===== src/rtl/phycfg_pkg.sv =====
// Package: shared constants, types and table helpers for the PHY speed-mode
// sequencer. Assumes an 8-bit PHY register space with 8-bit data.
package phycfg_pkg;

    localparam int ADDR_W   = 8;
    localparam int DATA_W   = 8;
    localparam int CLKSEL_W = 2;
    localparam int MODE_W   = 3;
    localparam int TAP_W    = DATA_W - 1;

    localparam logic [ADDR_W-1:0] A_DLL  = 8'h00;
    localparam logic [ADDR_W-1:0] A_PAD  = 8'h01;
    localparam logic [ADDR_W-1:0] A_ITAP = 8'h0C;
    localparam logic [ADDR_W-1:0] A_OTAP = 8'h0D;
    localparam logic [ADDR_W-1:0] A_MODE = 8'h11;
    localparam logic [ADDR_W-1:0] A_TRIM = 8'h12;

    localparam logic [DATA_W-1:0] TRIM_WORD = 8'h08;
    localparam logic [DATA_W-1:0] DLL_ON    = 8'h08;
    localparam int                RDY_BIT   = 4;
    localparam int                DRV_SHIFT = 2;

    typedef enum logic [MODE_W-1:0] {
        TM_LEGACY  = 3'd0,
        TM_HISPEED = 3'd1,
        TM_HS200   = 3'd2,
        TM_DDR     = 3'd3,
        TM_HS400   = 3'd4,
        TM_ESTROBE = 3'd5
    } timing_e;

    typedef struct packed {
        logic [DATA_W-1:0] mode_word;
        logic [TAP_W-1:0]  otap;
        logic [TAP_W-1:0]  itap;
        logic              otap_en;
        logic              itap_en;
        logic              pad_adj;
        logic              dll_used;
    } mode_cfg_t;

    // Map the bus clock code to the DLL frequency select.
    function automatic logic [2:0] freqsel(input logic [CLKSEL_W-1:0] code);
        case (code)
            2'd1:    freqsel = 3'd2;
            2'd2:    freqsel = 3'd1;
            default: freqsel = 3'd0;
        endcase
    endfunction

endpackage


===== src/rtl/phycfg_mode_table.sv =====
// Module: per-mode setting lookup. Purely combinational; an unknown code
// returns an all-zero entry and drops `known`.
module phycfg_mode_table
    import phycfg_pkg::*;
(
    input  logic [MODE_W-1:0] mode,
    output mode_cfg_t         cfg,
    output logic              known
);

    // Select the fixed settings for the requested timing mode.
    always_comb begin
        cfg   = '0;
        known = 1'b1;
        case (mode)
            TM_LEGACY: begin
                cfg.mode_word = 8'h04;
            end
            TM_HISPEED: begin
                cfg.otap = 7'd3; cfg.otap_en = 1'b1;
                cfg.itap = 7'd2; cfg.itap_en = 1'b1;
                cfg.dll_used = 1'b1;
            end
            TM_HS200: begin
                cfg.otap = 7'd2; cfg.otap_en = 1'b1;
                cfg.pad_adj = 1'b1; cfg.dll_used = 1'b1;
            end
            TM_DDR: begin
                cfg.mode_word = 8'h08;
                cfg.otap = 7'd1; cfg.otap_en = 1'b1;
                cfg.itap_en = 1'b1; cfg.dll_used = 1'b1;
            end
            TM_HS400: begin
                cfg.mode_word = 8'h02;
                cfg.otap = 7'd1;  cfg.otap_en = 1'b1;
                cfg.itap = 7'hA;  cfg.itap_en = 1'b1;
                cfg.pad_adj = 1'b1; cfg.dll_used = 1'b1;
            end
            TM_ESTROBE: begin
                cfg.mode_word = 8'h01;
                cfg.otap = 7'd1; cfg.otap_en = 1'b1;
                cfg.itap_en = 1'b1; cfg.dll_used = 1'b1;
            end
            default: known = 1'b0;
        endcase
    end

endmodule


===== src/rtl/phycfg_req_slot.sv =====
// Module: single waiting slot for change requests. A new strobe overwrites
// the slot; a pop empties it unless a strobe lands in the same cycle.
module phycfg_req_slot #(
    parameter int W = 8
) (
    input  logic         clk,
    input  logic         rst_n,
    input  logic         set,
    input  logic [W-1:0] din,
    input  logic         pop,
    output logic         valid,
    output logic [W-1:0] dout
);

    // Hold the newest request until the sequencer consumes it.
    always_ff @(posedge clk) begin
        if (!rst_n) begin
            valid <= 1'b0;
            dout  <= '0;
        end else if (set) begin
            valid <= 1'b1;
            dout  <= din;
        end else if (pop) begin
            valid <= 1'b0;
        end
    end

endmodule


===== src/rtl/phycfg_poll_timer.sv =====
// Module: poll window counter. Counts cycles while `run` is high, saturates
// at LIMIT and flags `expired` there; clears whenever `run` is low.
module phycfg_poll_timer #(
    parameter int LIMIT = 64
) (
    input  logic clk,
    input  logic rst_n,
    input  logic run,
    output logic expired
);

    localparam int CW = $clog2(LIMIT + 1);
    localparam logic [CW-1:0] LIM = CW'(LIMIT);

    logic [CW-1:0] cnt;

    // Count polling cycles up to the limit.
    always_ff @(posedge clk) begin
        if (!rst_n || !run)  cnt <= '0;
        else if (cnt != LIM) cnt <= cnt + 1'b1;
    end

    assign expired = (cnt == LIM);

endmodule


===== src/rtl/phy_speed_sequencer.sv =====
// Module: top of the speed-mode PHY sequencer. Takes a change request,
// drops it when the clock code is already applied, otherwise walks the
// register write list for the mode and polls DLL ready.
// Assumes the bridge holds phy_ack high for one cycle per access.
module phy_speed_sequencer
    import phycfg_pkg::*;
#(
    parameter int POLL_LIMIT = 64,
    parameter int DRV_W      = 2
) (
    input  logic                clk,
    input  logic                rst_n,
    input  logic                req_valid,
    input  logic [MODE_W-1:0]   req_mode,
    input  logic [CLKSEL_W-1:0] req_clksel,
    input  logic [DRV_W-1:0]    req_drive,
    output logic                phy_req,
    output logic                phy_wr,
    output logic [ADDR_W-1:0]   phy_addr,
    output logic [DATA_W-1:0]   phy_wdata,
    input  logic                phy_ack,
    input  logic [DATA_W-1:0]   phy_rdata,
    output logic                busy,
    output logic                done,
    output logic                dll_err
);

    localparam int SLOT_W = MODE_W + CLKSEL_W + DRV_W;

    typedef enum logic [3:0] {
        S_IDLE, S_MODE, S_PAD_RD, S_PAD_WR, S_OTAP, S_ITAP,
        S_TRIM, S_DLL_OFF, S_DLL_ON, S_POLL, S_FINISH
    } state_e;

    state_e state, nxt;

    logic                slot_valid, pop;
    logic [SLOT_W-1:0]   slot_data;
    logic [MODE_W-1:0]   slot_mode;
    logic [CLKSEL_W-1:0] slot_clk;
    logic [DRV_W-1:0]    slot_drv;
    mode_cfg_t           tbl_cfg, cur_cfg;
    logic                tbl_known, skip, expired;
    logic [CLKSEL_W-1:0] last_clk;
    logic                last_valid;
    logic [DRV_W-1:0]    cur_drv;
    logic [2:0]          cur_fs;
    logic [DATA_W-1:0]   pad_q;
    logic                err_q;

    phycfg_req_slot #(.W(SLOT_W)) u_slot (
        .clk   (clk),
        .rst_n (rst_n),
        .set   (req_valid),
        .din   ({req_mode, req_clksel, req_drive}),
        .pop   (pop),
        .valid (slot_valid),
        .dout  (slot_data)
    );

    assign {slot_mode, slot_clk, slot_drv} = slot_data;

    phycfg_mode_table u_table (
        .mode  (slot_mode),
        .cfg   (tbl_cfg),
        .known (tbl_known)
    );

    phycfg_poll_timer #(.LIMIT(POLL_LIMIT)) u_timer (
        .clk     (clk),
        .rst_n   (rst_n),
        .run     (state == S_POLL),
        .expired (expired)
    );

    assign skip = last_valid && (slot_clk == last_clk);

    // Next state, slot pop and the PHY access presented in each state.
    always_comb begin
        nxt       = state;
        pop       = 1'b0;
        phy_req   = 1'b0;
        phy_wr    = 1'b1;
        phy_addr  = '0;
        phy_wdata = '0;
        case (state)
            S_IDLE: begin
                pop = slot_valid;
                if (slot_valid && !skip && tbl_known) nxt = S_MODE;
            end
            S_MODE: begin
                phy_req = 1'b1; phy_addr = A_MODE; phy_wdata = cur_cfg.mode_word;
                if (phy_ack) nxt = cur_cfg.pad_adj ? S_PAD_RD : S_OTAP;
            end
            S_PAD_RD: begin
                phy_req = 1'b1; phy_wr = 1'b0; phy_addr = A_PAD;
                if (phy_ack) nxt = S_PAD_WR;
            end
            S_PAD_WR: begin
                phy_req = 1'b1; phy_addr = A_PAD;
                phy_wdata = pad_q | (DATA_W'(cur_drv) << DRV_SHIFT);
                if (phy_ack) nxt = S_OTAP;
            end
            S_OTAP: begin
                phy_req = 1'b1; phy_addr = A_OTAP;
                phy_wdata = cur_cfg.otap_en ? {cur_cfg.otap, 1'b1} : '0;
                if (phy_ack) nxt = S_ITAP;
            end
            S_ITAP: begin
                phy_req = 1'b1; phy_addr = A_ITAP;
                phy_wdata = cur_cfg.itap_en ? {cur_cfg.itap, 1'b1} : '0;
                if (phy_ack) nxt = cur_cfg.dll_used ? S_TRIM : S_DLL_OFF;
            end
            S_TRIM: begin
                phy_req = 1'b1; phy_addr = A_TRIM; phy_wdata = TRIM_WORD;
                if (phy_ack) nxt = S_DLL_OFF;
            end
            S_DLL_OFF: begin
                phy_req = 1'b1; phy_addr = A_DLL;
                if (phy_ack) nxt = cur_cfg.dll_used ? S_DLL_ON : S_FINISH;
            end
            S_DLL_ON: begin
                phy_req = 1'b1; phy_addr = A_DLL;
                phy_wdata = {cur_fs, 5'b0} | DLL_ON;
                if (phy_ack) nxt = S_POLL;
            end
            S_POLL: begin
                phy_req = 1'b1; phy_wr = 1'b0; phy_addr = A_DLL;
                if (phy_ack && (phy_rdata[RDY_BIT] || expired)) nxt = S_FINISH;
            end
            S_FINISH: nxt = S_IDLE;
            default:  nxt = S_IDLE;
        endcase
    end

    // State register.
    always_ff @(posedge clk) begin
        if (!rst_n) state <= S_IDLE;
        else        state <= nxt;
    end

    // Capture the request context, the pad readback and the error flag.
    always_ff @(posedge clk) begin
        if (!rst_n) begin
            cur_cfg    <= '0;
            cur_drv    <= '0;
            cur_fs     <= '0;
            last_clk   <= '0;
            last_valid <= 1'b0;
            pad_q      <= '0;
            err_q      <= 1'b0;
        end else begin
            if (state == S_IDLE && slot_valid && !skip) begin
                last_clk   <= slot_clk;
                last_valid <= 1'b1;
                if (tbl_known) begin
                    cur_cfg <= tbl_cfg;
                    cur_drv <= slot_drv;
                    cur_fs  <= freqsel(slot_clk);
                    err_q   <= 1'b0;
                end
            end
            if (state == S_PAD_RD && phy_ack) pad_q <= phy_rdata;
            if (state == S_POLL && phy_ack && !phy_rdata[RDY_BIT] && expired)
                err_q <= 1'b1;
        end
    end

    assign busy    = (state != S_IDLE) || slot_valid;
    assign done    = (state == S_FINISH);
    assign dll_err = err_q;

endmodule


===== config.mk =====
export PLATFORM = sky130hd
export DESIGN_NAME = phy_speed_sequencer
export DESIGN_NICKNAME = d
export VERILOG_FILES = /design/src/rtl/phycfg_pkg.sv /design/src/rtl/phycfg_mode_table.sv /design/src/rtl/phycfg_req_slot.sv /design/src/rtl/phycfg_poll_timer.sv /design/src/rtl/phy_speed_sequencer.sv
export SDC_FILE = /design/constraint.sdc
export NUM_CORES = 1
export LEC_CHECK = 0
export BUFFER_PORTS_ARGS = -buffer_cell sky130_fd_sc_hd__buf_2
export CAP_MARGIN = 10
export CORE_AREA = 2 2 79 81
export CTS_BUF_LIST = sky130_fd_sc_hd__clkbuf_2 sky130_fd_sc_hd__clkbuf_4 sky130_fd_sc_hd__clkbuf_8
export DETAILED_ROUTE_END_ITERATION = 8
export DIE_AREA = 0 0 81 83
export GPL_ROUTABILITY_DRIVEN = 0
export PLACE_DENSITY = 0.62
export SLEW_MARGIN = 30
export SYNTH_ARGS = -nofsm -noshare
export SYNTH_HDL_FRONTEND = slang
export SYNTH_SLANG_ARGS = --single-unit

===== constraint.sdc =====
create_clock -name clk -period 4 [get_ports clk]
set_input_delay 0.8 -clock clk [delete_from_list [all_inputs] [get_ports clk]]
set_output_delay 0.8 -clock clk [all_outputs]
set_load 0.02 [all_outputs]

* After elaboration in Yosys (flattened, before gate mapping)
Cells that the tools add are included.
** Word-level totals
- Input bits :: 19
- Logic and storage cells :: 116
- Register bits after elaboration :: 61
** Operators by class
- Mux-type cells :: 34
- Bitwise operators :: 1
- Equality and inequality tests :: 30
- $add $sub $neg :: 1
- Reduce and logical (&&, ||, !) cells :: 34
** Operators with widths (count)
- $pmux W8 S6 :: 1
- $mux W4 :: 10
- $pmux W4 S10 :: 1
- $pmux W5 S5 :: 1
- $ne A2 B2 Y1 const B :: 10
- $eq A4 B3 Y1 const B :: 4
- $mux W8 :: 2
- $pmux W4 S4 :: 1
- $mux W1 :: 13
- $eq A4 B4 Y1 const B :: 3
- $logic_and A1 B1 Y1 :: 10
- $reduce_and A10 Y1 :: 1
- $reduce_or A9 Y1 :: 1
- $eq A4 B2 Y1 const B :: 2
- $or A8 B4 Y8 :: 1
- $pmux W4 S2 :: 1
- $add A7 B1 Y7 const B :: 1
- $eq A7 B7 Y1 const B :: 1
- $ne A7 B7 Y1 const B :: 1
- $eq A3 B2 Y1 const B :: 2
- $eq A3 B3 Y1 const B :: 2
- $pmux W2 S3 :: 1
- $reduce_bool A2 Y1 :: 3
- $reduce_or A2 Y1 :: 3
- 18 further kinds :: 24

* Longest topological paths before layout
- Depth in word-level cells :: 7
- Depth in mapped cells :: 6
- Depth with buffers taken out :: 6

* Cells and area by module
Synthesis repeated with hierarchy kept, for this count alone.
** Second synthesis, totals
- Cell total of the unflattened synthesis :: 380
- Area total of the unflattened synthesis :: 3313.2 sq um
** By module, submodules not included
- phy_speed_sequencer :: cells an instance 282, area each 2397.3 sq um, times used 1, sequential area each 920.9 sq um
- phycfg_poll_timer :: cells an instance 39, area each 354.1 sq um, times used 1, sequential area each 140.1 sq um
- phycfg_req_slot :: cells an instance 25, area each 299.0 sq um, times used 1, sequential area each 160.2 sq um
- phycfg_mode_table :: cells an instance 34, area each 262.8 sq um, times used 1, sequential area each 0.0 sq um

* Least setup slack after synthesis
No wires, ideal clock.
- Path kind :: reg-to-output
- Start :: reg state[3]
- End :: out phy_wdata[1]
- Path buffers :: 1
- Cell stages (with the launch flop) :: 5
- Path slack :: 1.197 ns
- Arrival :: 2.003 ns
- Cells stage by stage :: dfxtp_1 > clkbuf_1 > nor3b_1 > nand3b_1 > o21ai_0
** Between the ends
- Cells in the longest elaborated chain, start to end :: 2
- Elaborated cells on any way between the ends :: 7
- Those cells by class :: eq/ne: 6; mux: 1
** RTL lines
- start: declaration :: RTL line phy_speed_sequencer.sv:35 : state_e state, nxt;
- start signal: assignment :: RTL line phy_speed_sequencer.sv:139 : else state <= nxt;
- $eq A4 B4 Y1, or another cell as far along :: RTL line phy_speed_sequencer.sv:86 : case (state)
- $pmux W8 S6 * :: RTL line phy_speed_sequencer.sv:86
- end: declaration :: RTL line phy_speed_sequencer.sv:20 : output logic [DATA_W-1:0] phy_wdata,
Mark *: on every way between the ends. The rest lies on a longest branch, timed or not.

* Final worst setup path
- Start :: reg state[2]
- End :: out phy_wdata[2]
The elaborated chain is that of the path after synthesis.

==> reports/results.txt <==
The routed length per placed instance was 13.7 um. The flow ran to the end, and the final reports show no timing, DRC or antenna violations. Summing the areas of all compound-gate instances in the mapped netlist gives 15.5% of the synthesized area. In the final design database the tool counted 315 nets. For the half-perimeter wire length of the detailed placement result, the log shows 3.65 mm. The tools report the number of nets still failing antenna checks after routing as 0. Transition at the pin with the smallest max-transition slack: 0.640 ns.

For the final routed database, the setup TNS stands at 0 ns. The dominant cell type by area after synthesis is sky130_fd_sc_hd__dfxtp_1. For the number of buffers added by the clock tree synthesis step, the log shows 5.

Classification of the worst-slack hold path: reg -> reg. The post-synthesis simple-gate area fraction was 24.9%; the post-cts sizing count was 0. The post-synthesis instance area came out at 2250 um2. The dominant register cell in the synthesized netlist was sky130_fd_sc_hd__dfxtp_1.

The worst endpoint required time was 3.20 ns; the core region area was 5820 um2. Power spread over the standard cell area amounts to 537 nW/um2. The pin count of the biggest net entering global routing is 38, and the first-iteration detailed-routing DRC count is 125. The cell with the largest stage delay on the worst path was sky130_fd_sc_hd__dfxtp_1. The floorplan has 28 rows. The family with the most delay on the worst path was simple AND/OR/NAND/NOR gates. The final instance area was 2560 um2; the part of the power in combinational logic was 33.0%. Clock skew after layout: 0.00826 ns. The worst setup path is captured at a primary output. The run gives 44 as the number of clock sinks seen by CTS. The count of buffering cells on the critical path with inverters included was 1. IR analysis of the VDD net gives a maximum drop of 0.290 mV. Input and output buffers added on the ports amount to 36. The highest cell delay on the worst timing path was 0.71 ns; the register bit count reported by yosys was 44.

The count of max-cap constraint violations was 0; the initial antenna violation count was 0. By area, the combinational part of the netlist is dominated by simple AND/OR/NAND/NOR gates. TritonCTS built the clock tree.

Dividing the final minimum period by the clock period gives 74.5%. The Yosys step of the flow raised 0 warnings. Setup violations remaining at the end of the flow were counted as 0. Once the floorplan was initialized, standard cells occupied 38.8% of the core. Counting buffers and inverters, the worst setup path is 5 cells deep. After detailed routing, the total wire length is 5.07 mm. The shortest period the worst path allows was 2.98 ns; the worst max-slew margin expressed relative to the limit was 57.2%.

After technology mapping, the gate count stands at 271. The most frequent standard cell in the layout excluding fill and tap cells is sky130_fd_sc_hd__dfxtp_1. The top cell type's share of synthesized area was 39.1%. Once the clock tree was built, the setup fixing pass inserted 0 buffers. Setup repair after global routing left no endpoint under its margin. The via total after detailed routing came out at 1,921. The worst hold path was traced through 2 stages.

Wire length of the first global-routing pass: 8.28 mm. The number of search-and-repair iterations in the first detailed-routing pass is 4. The post-route netlist has 17.3% of its cells at a drive strength greater than 1. The clock-pin slew of the registers on the worst-case setup and hold paths is 0.08 ns, and the area overhead of the layout relative to synthesis is 13.4%.

The post-detailed-route via-to-cell ratio works out to 5.19. Of all nets on the critical path, the largest fanout is 18. The total of hold buffers inserted after clock tree synthesis was 0. Global routing finished with a remaining overflow of 0.

Summing the areas of all fa, ha and maj instances in the mapped netlist gives 1.11% of the synthesized area. The logs give 1,727 for the number of global-route vias before repair and 26.3% for the power share of the clock group. The H-tree generated during clock tree synthesis spans 2 levels. The run gives 0.30 ns as the clock network latency to the later pin of the worst-skew pair. The tools report the count of pins over their slew limit as 0. The critical path is of the reg -> out type.

Registers are responsible for 40.7% of the overall power. The die is 83 um tall. The worst-case reg-to-reg path depth was 4; the global routing usage summed across all routing layers was 15.6%.

The tree is rooted in a sky130_fd_sc_hd__clkbuf_8. After synthesis, the cell types taking the most area are sky130_fd_sc_hd__dfxtp_1 39%, sky130_fd_sc_hd__mux2i_1 8.4%, sky130_fd_sc_hd__nor2_1 6.2%. The worst setup path is launched from a flop. The run gives 39.1% as the post-synthesis sequential area ratio. The average instance in the mapped netlist occupies 8.32 um2. For the number of diodes, the log shows 0. The synthesized netlist devotes 4.27% of its cell area to XOR and XNOR gates.

For this run, design rule violations remaining after detail routing come to 0. For the worst setup path, the data arrival time is 2.18 ns. Of the total power, the share spent switching nets is 37.0%. Traced cell by cell, the critical path runs through nor3b_1 -> and3_1 -> nand2_1 -> o2111ai_1 -> buf_2. In the synthesized netlist the async set-or-reset flop fraction comes to 0%. The cell area after placement came out at 2430 um2.

The tools report the buffer levels on the longest clock path as 2. The run gives 0.000508 W as the power spent charging and discharging nets. Derived from the worst setup path, the maximum achievable clock frequency is 336 MHz. The chip width came out at 81 um.

40 I/O pins were placed. Internal power comes to 0.000865 W. Yosys mapped the design onto 50 distinct sky130hd cell types.

The static leakage power was 1.10 nW; the post-synthesis mux area share was 8.44%. The floorplan step defined a die boundary enclosing 6720 um2. The final hold violation count was 0; the number of enable flip-flop cells after synthesis was 0. On the final layout, the worst hold slack is 0.471 ns.

The top cell types in the final layout, fill and taps aside, are 44 x sky130_fd_sc_hd__dfxtp_1, 37 x sky130_fd_sc_hd__nor2_1, 36 x sky130_fd_sc_hd__buf_2.
state kept, by name (all words and copies together), names as in the netlist:
signal        cells
last_valid        1
cur_cfg           9
pad_q             8
dll_err           1
u_slot.valid      1
state             4
cur_drv           2
last_clk          2
u_slot.dout       7
u_timer.cnt       7
cur_fs            2
synthesized netlist by cell type, types with 2 or more instances:
cell / instances
sky130_fd_sc_hd__ha_1: 2
sky130_fd_sc_hd__or3_1: 2
sky130_fd_sc_hd__nor2_1: 37
sky130_fd_sc_hd__nor4_1: 2
sky130_fd_sc_hd__nand2_1: 19
sky130_fd_sc_hd__inv_1: 9
sky130_fd_sc_hd__mux2i_1: 19
sky130_fd_sc_hd__nand3b_1: 4
sky130_fd_sc_hd__a22o_1: 2
sky130_fd_sc_hd__nor3b_1: 2
sky130_fd_sc_hd__nand2b_1: 2
sky130_fd_sc_hd__buf_4: 5
sky130_fd_sc_hd__and3_1: 6
sky130_fd_sc_hd__o21a_1: 2
sky130_fd_sc_hd__clkbuf_1: 13
sky130_fd_sc_hd__xor2_1: 6
sky130_fd_sc_hd__or4_1: 2
sky130_fd_sc_hd__or3b_2: 2
sky130_fd_sc_hd__nand3_1: 12
sky130_fd_sc_hd__a311o_1: 2
sky130_fd_sc_hd__buf_1: 2
sky130_fd_sc_hd__o21ai_0: 13
sky130_fd_sc_hd__o31ai_1: 2
sky130_fd_sc_hd__dfxtp_1: 44
sky130_fd_sc_hd__a21oi_1: 17
sky130_fd_sc_hd__nor2b_1: 2
sky130_fd_sc_hd__or2_2: 2
sky130_fd_sc_hd__xnor2_1: 5
sky130_fd_sc_hd__nor3_1: 6
sky130_fd_sc_hd__nand4b_1: 3
sky130_fd_sc_hd__and2_1: 3
sky130_fd_sc_hd__a22oi_1: 4
tightest hold or removal path, stage by stage (launching register included):
cell and delay (ns):
sky130_fd_sc_hd__dfxtp_1 0.32, sky130_fd_sc_hd__nand2_1 0.05, sky130_fd_sc_hd__a21oi_1 0.05
final cells by class:
class	instances	area, um2
Clock inverter	2	38.8
Tap cell	75	93.8
Fill cell	609	3260
Inverter	10	37.5
Clock buffer	6	82.6
Multi-Input combinational cell	197	1240
Sequential cell	44	881
Timing Repair Buffer	36	180
metal layers:
metal	part of all wire, %	track usage, %
met5	0	0
met4	2.2	6.32
met3	4.9	3.26
met2	45	23.6
met1	48	21.4
stage by stage:
step,utilization (%),total power [W],setup slack (ns),std cells
2_1_floorplan,-,0.000915,1.20,273
3_3_place_gp,41.7,0.00101,1.47,362
3_5_place_dp,41.7,0.00102,1.36,362
4_1_cts,43.8,0.00138,1.03,370
5_1_grt,44.0,0.00146,0.872,370
6_report,44.0,0.00137,1.02,370
power by group through the flow:
stage | sequential (W) | combinational, W | clock [W]
6_report | 0.000558 | 0.000453 | 0.000361
3_5_place_dp | 0.000567 | 0.000448 | 0
2_1_floorplan | 0.000508 | 0.000406 | 0
4_1_cts | 0.000557 | 0.000450 | 0.000374
5_1_grt | 0.000567 | 0.000502 | 0.000390
3_3_place_gp | 0.000566 | 0.000444 | 0
path summary, 6_finish.rpt:
| check | from | end | slack [ns] |
|---|---|---|---|
| setup / recovery | state[2]$_SDFFE_PN0P_ | phy_wdata[2] | 1.02 |
| hold / removal | last_clk[0]$_SDFFE_PN0P_ | last_clk[0]$_SDFFE_PN0P_ | 0.47 |
| setup reg to reg | state[2]$_SDFFE_PN0P_ | cur_cfg[19]$_SDFFE_PN0P_ | 1.69 |
| hold reg to reg | last_clk[0]$_SDFFE_PN0P_ | last_clk[0]$_SDFFE_PN0P_ | 0.47 |
cell families after synthesis:
family / Yosys count
xor gates and xnor gates: 11
other: 1
muxes: 19
adders and majority gates: 2
DFF: 44
AOI/OAI and AO/OA: 53
buffers and inverters: 32
and+or+nand+nor: 109
Note: power is estimated with default switching activity, not from simulation.
